[src/rtl/instr_preempt_timer.sv]
module instr_preempt_timer #(
  parameter int N_ENTRIES = 16,
  parameter int CNT_W     = 32,
  parameter int EV_W      = 4,
  localparam int PTR_W    = $clog2(N_ENTRIES)
) (
  input  logic             clk,
  input  logic             rst_n,
  input  logic             en,
  input  logic             retire,
  input  logic             sync,
  input  logic             wr_en,
  input  logic [PTR_W-1:0] wr_addr,
  input  logic [CNT_W-1:0] wr_count,
  input  logic [EV_W-1:0]  wr_event,
  input  logic             wr_last,
  output logic             irq,
  output logic [EV_W-1:0]  event_idx,
  output logic             idle,
  output logic             overrun
);
  logic [CNT_W-1:0] tab_cnt  [N_ENTRIES];
  logic [EV_W-1:0]  tab_ev   [N_ENTRIES];
  logic             tab_last [N_ENTRIES];

  logic [CNT_W-1:0] cnt;
  logic [PTR_W-1:0] ptr;

  wire [CNT_W-1:0] cnt_nx  = cnt + 1'b1;
  wire             step    = en && retire && !idle && !sync;
  wire             hit     = step && (cnt_nx == tab_cnt[ptr]);
  wire             at_end  = tab_last[ptr] || (ptr == PTR_W'(N_ENTRIES - 1));

  always_ff @(posedge clk) begin
    if (wr_en && !en) begin
      tab_cnt[wr_addr]  <= wr_count;
      tab_ev[wr_addr]   <= wr_event;
      tab_last[wr_addr] <= wr_last;
    end
  end

  always_ff @(posedge clk or negedge rst_n) begin
    if (!rst_n) begin
      cnt       <= '0;
      ptr       <= '0;
      idle      <= 1'b1;
      irq       <= 1'b0;
      overrun   <= 1'b0;
      event_idx <= '0;
    end else begin
      irq <= hit;
      if (en && sync) begin
        cnt  <= '0;
        ptr  <= '0;
        idle <= 1'b0;
        if (!idle) overrun <= 1'b1;
      end else if (step) begin
        cnt <= cnt_nx;
        if (hit) begin
          event_idx <= tab_ev[ptr];
          if (at_end) idle <= 1'b1;
          else        ptr  <= ptr + 1'b1;
        end
      end
    end
  end

  p_irq_after_retire_r2: assert property (@(posedge clk) disable iff (!rst_n)
    irq |-> $past(en && retire));
  p_idle_no_irq_r4: assert property (@(posedge clk) disable iff (!rst_n)
    idle && !(en && sync) |=> !irq && idle);
  p_sync_restarts_r5: assert property (@(posedge clk) disable iff (!rst_n)
    en && sync |=> !idle && !irq);
  p_overrun_sticky_r6: assert property (@(posedge clk) disable iff (!rst_n)
    overrun |=> overrun);
  p_frozen_r8: assert property (@(posedge clk) disable iff (!rst_n)
    !en |=> !irq && $stable(idle) && $stable(event_idx));
endmodule

[config.mk]
export PLATFORM = sky130hd
export DESIGN_NAME = instr_preempt_timer
export DESIGN_NICKNAME = d
export VERILOG_FILES = /design/src/rtl/instr_preempt_timer.sv
export SDC_FILE = /design/constraint.sdc
export NUM_CORES = 1
export LEC_CHECK = 0
export BUFFER_PORTS_ARGS = -buffer_cell sky130_fd_sc_hd__buf_2
export CAP_MARGIN = 30
export CORE_UTILIZATION = 62
export CTS_CLUSTER_DIAMETER = 80
export DETAILED_ROUTE_END_ITERATION = 12
export PLACE_DENSITY = 0.79
export SLEW_MARGIN = 20
export SYNTH_ARGS = -nofsm -noshare
export SYNTH_HDL_FRONTEND = slang
export SYNTH_SLANG_ARGS = --single-unit
[constraint.sdc]
create_clock -name clk -period 4.3 [get_ports clk]
set_input_delay 0.43 -clock clk [delete_from_list [all_inputs] [get_ports clk]]
set_output_delay 0.43 -clock clk [all_outputs]
set_load 0.01 [all_outputs]
==> flow_summary.ini <==
[floorplanning]
die_h_um = 204.3
num_rows = 73
start_util = 0.6341
core-area_um2 = 40010
die_x_um = 204.3
die_area_um2 = 41730
ioPinCount = 54

[sta]
rsz0062_at_grt = false
clock_skew_ps = 19.98
slew_headroom = 0.3216
finalMaxSlewViolations = 0
timing.final.crit_share = 0.9251
setup_viol = 0
fmax_mhz = 251.4
fin_setup_tns_ps = 0
tightest_slew_ps = 1015
final.min_clock_period_ps = 3978
finalHoldViolations = 0

[yosys]
yosys.area.top_type = edfxtp_1
yosys_most_used_dff = edfxtp_1
synth-seq-area-share = 0.7432
synth_cell_types = 58
netlist_area_um2 = 25370
synthesis.instances = 1261
synth.top_cell.area_share = 0.7007
syn_nets = 1310
synth-edff-count = 592
synthTopCellsByArea = edfxtp_1, mux4_2, dfrtp_1
avgSynthCellArea_um2 = 20.12
ys_ff_latch = 635
synthArstFlopShare = 0.06772
yosysWarnings = 0

[critical_path]
cp_data_arrival_time_ps = 4470
r2r_slack_ps = 320
crit_path_start_kind = register
crit_required_ps = 4790
critPathCaptureType = register
r2r_cells = 12
path_max_fanout = 11
worstSetupPathType = reg -> reg
worstReg2RegStart = cnt[0]
r2r-end = event_idx[3]

[cells_and_area]
final_util = 0.7183
finalNetCount = 1431
final_cell_mix = edfxtp_1, mux4_2, clkbuf_16
final_common_cell = edfxtp_1
area_delta_synth_final_pct = 13.28
fill_cells = 2281
final_cells = 1958
layout-drive-gt1-share = 0.2811

[pwr]
comb_power_share = 0.018
p_leak_uw = 0.009119
sw_frac_of_total = 0.1944
pwr-share-seq = 0.551
p_per_area_nw_per_um2 = 432.7
p_switching_uw = 2417
internal_power_uw = 10020
ir_drop_mv = 0.3471
p_clk_frac = 0.431

[detailed_routing]
vias = 13370
dr_wl_met3_um = 5195
firstDrtPassIters = 5
drt_iter0_drc = 1611
highest_layer = met5
drc_errors = 0
dr_wl_met2_um = 29390
vias_per_cell = 6.826
wl_met1_um = 23040
ant_nets = 0
wl_um = 59130
routedWlPerCell_um = 30.20

[clock_tree]
cts_sinks = 635
h-tree-depth = 2
cts.reportedPaths.clkPinSlew_ps = 60
clk_latency_ps = 620
cts-root-buf = clkbuf_16
cts_tree = built
numCtsBuffers = 60
cts-resized-gates = 0
cts_buffer_depth = 3

[min_path]
worstHoldStart = wr_count[22]
worstHoldPathCells = 1
hold_end = tab_cnt[14][22]
worstHoldPathType = in -> reg

[global_route]
grt_max_degree = 44
grt_pass1_wl_um = 86390
grt_pass1_vias = 13330
antenna_found_initial = 2
gr-total-overflow = 0
grt_usage = 0.2939

[place]
gp_congestion = 0.9820
dp.cells = 1844
hpwl_um = 31820
io_buffers = 53

[outcome]
status = finished, final reports clean

[job]
drv_cap = 0
-- power groups by stage --
stage                     Combinational, uW  Clock [uW]  Sequential (uW)
after floorplan                        76.5           0             6970
after global placement                  215           0             6970
after detailed placement                225           0             6980
after CTS                               228        5410             6850
after global routing                    247        5630             6850
final                                   230        5360             6850
-- synth_stat cells, drive strengths merged (10+ instances only) --
cell type    n
buf         39
a21oi       18
mux2i       17
nand2       46
mux4       159
xnor2       36
nor4        12
a22o        11
edfxtp     592
nor2        44
a221oi      10
dfrtp       42
a22oi       24
nor3        18
clkbuf      22
nand4       13
nand3       16
o21ai       36
and3        11
-- routing by layer --
| metal | GRT usage | up-vias |
|---|---|---|
| li1 | - | 5475 |
| met4 | 0.08875 | 2 |
| met3 | 0.05788 | 111 |
| met5 | 0 | - |
| met1 | 0.4165 | 7030 |
| met2 | 0.4706 | 747 |
-- flip-flops by register name, indices dropped and copies added (netlist names) --
name       cells
cnt           32
event_idx      4
idle           1
irq            1
overrun        1
ptr            4
tab_cnt      512
tab_ev        64
tab_last      16
-- area by class of cell --
type	count	area, um2	area share
clock buffer	73	1572	0.05468
sequential	635	18870	0.6565
timing repair buffer	120	908.4	0.03161
tap	525	656.9	0.02286
inverter	9	33.78	0.001176
clock inverter	37	415.4	0.01445
antenna	3	7.507	0.0002612
multi-input combinational	556	6279	0.2185
-- how the worst max path moves through the flow --
stage / startpoint / to / slack (ps) / depth (start not counted)
2_1_floorplan: en / tab_cnt[0][0] / 330 / 3
3_3_place_gp: cnt[0] / event_idx[0] / 370 / 12
3_5_place_dp: ptr[1] / event_idx[3] / 360 / 12
4_1_cts: ptr[1] / event_idx[3] / 310 / 12
5_1_grt: cnt[0] / ptr[1] / 80 / 13
6_report: cnt[0] / event_idx[3] / 320 / 12
-- critical path, stage by stage, from the launching register on --
cell and delay, ps:
dfrtp_1 450, ha_1 320, nand3_4 150, or4_4 650, nor3_1 390, xnor2_1 180
xnor2_1 90, nor4_1 400, nand4_1 190, buf_4 180, nor3_1 270, buf_4 220
mux2_2 340
-- what timing repair did --
item,CTS,global route
buffers inserted,0,0
hold buffers,1,0
endpoints found under the hold margin,42,0
-- kinds of logic (layout without fill, tap and decap cells) --
group,after synthesis,count (layout),synth area share
buffers and inverters,70,239,0.01425
AND/OR/NAND/NOR,198,198,0.04133
XOR/XNOR,46,46,0.01642
flip-flops,635,635,0.7432
multiplexers,181,181,0.1501
other,0,3,0
adder cells (fa/ha/maj),2,2,0.0009862
AO/OA/AOI/OAI,129,129,0.03373
-- stage by stage --
stage | total power, uW | setup slack [ps] | hold WS [ps] | instance area, um2
floorplan | 7048 | 330.7 | 134.4 | 25370
global placement | 7183 | 365.1 | 452.6 | 26730
detailed placement | 7201 | 363.8 | 465.0 | 26730
CTS | 12480 | 306.3 | 149.5 | 28730
global route | 12720 | 79.54 | 164.4 | 28730
finish | 12430 | 322.0 | 176.1 | 28740
Power figures use the tool's default switching activity.
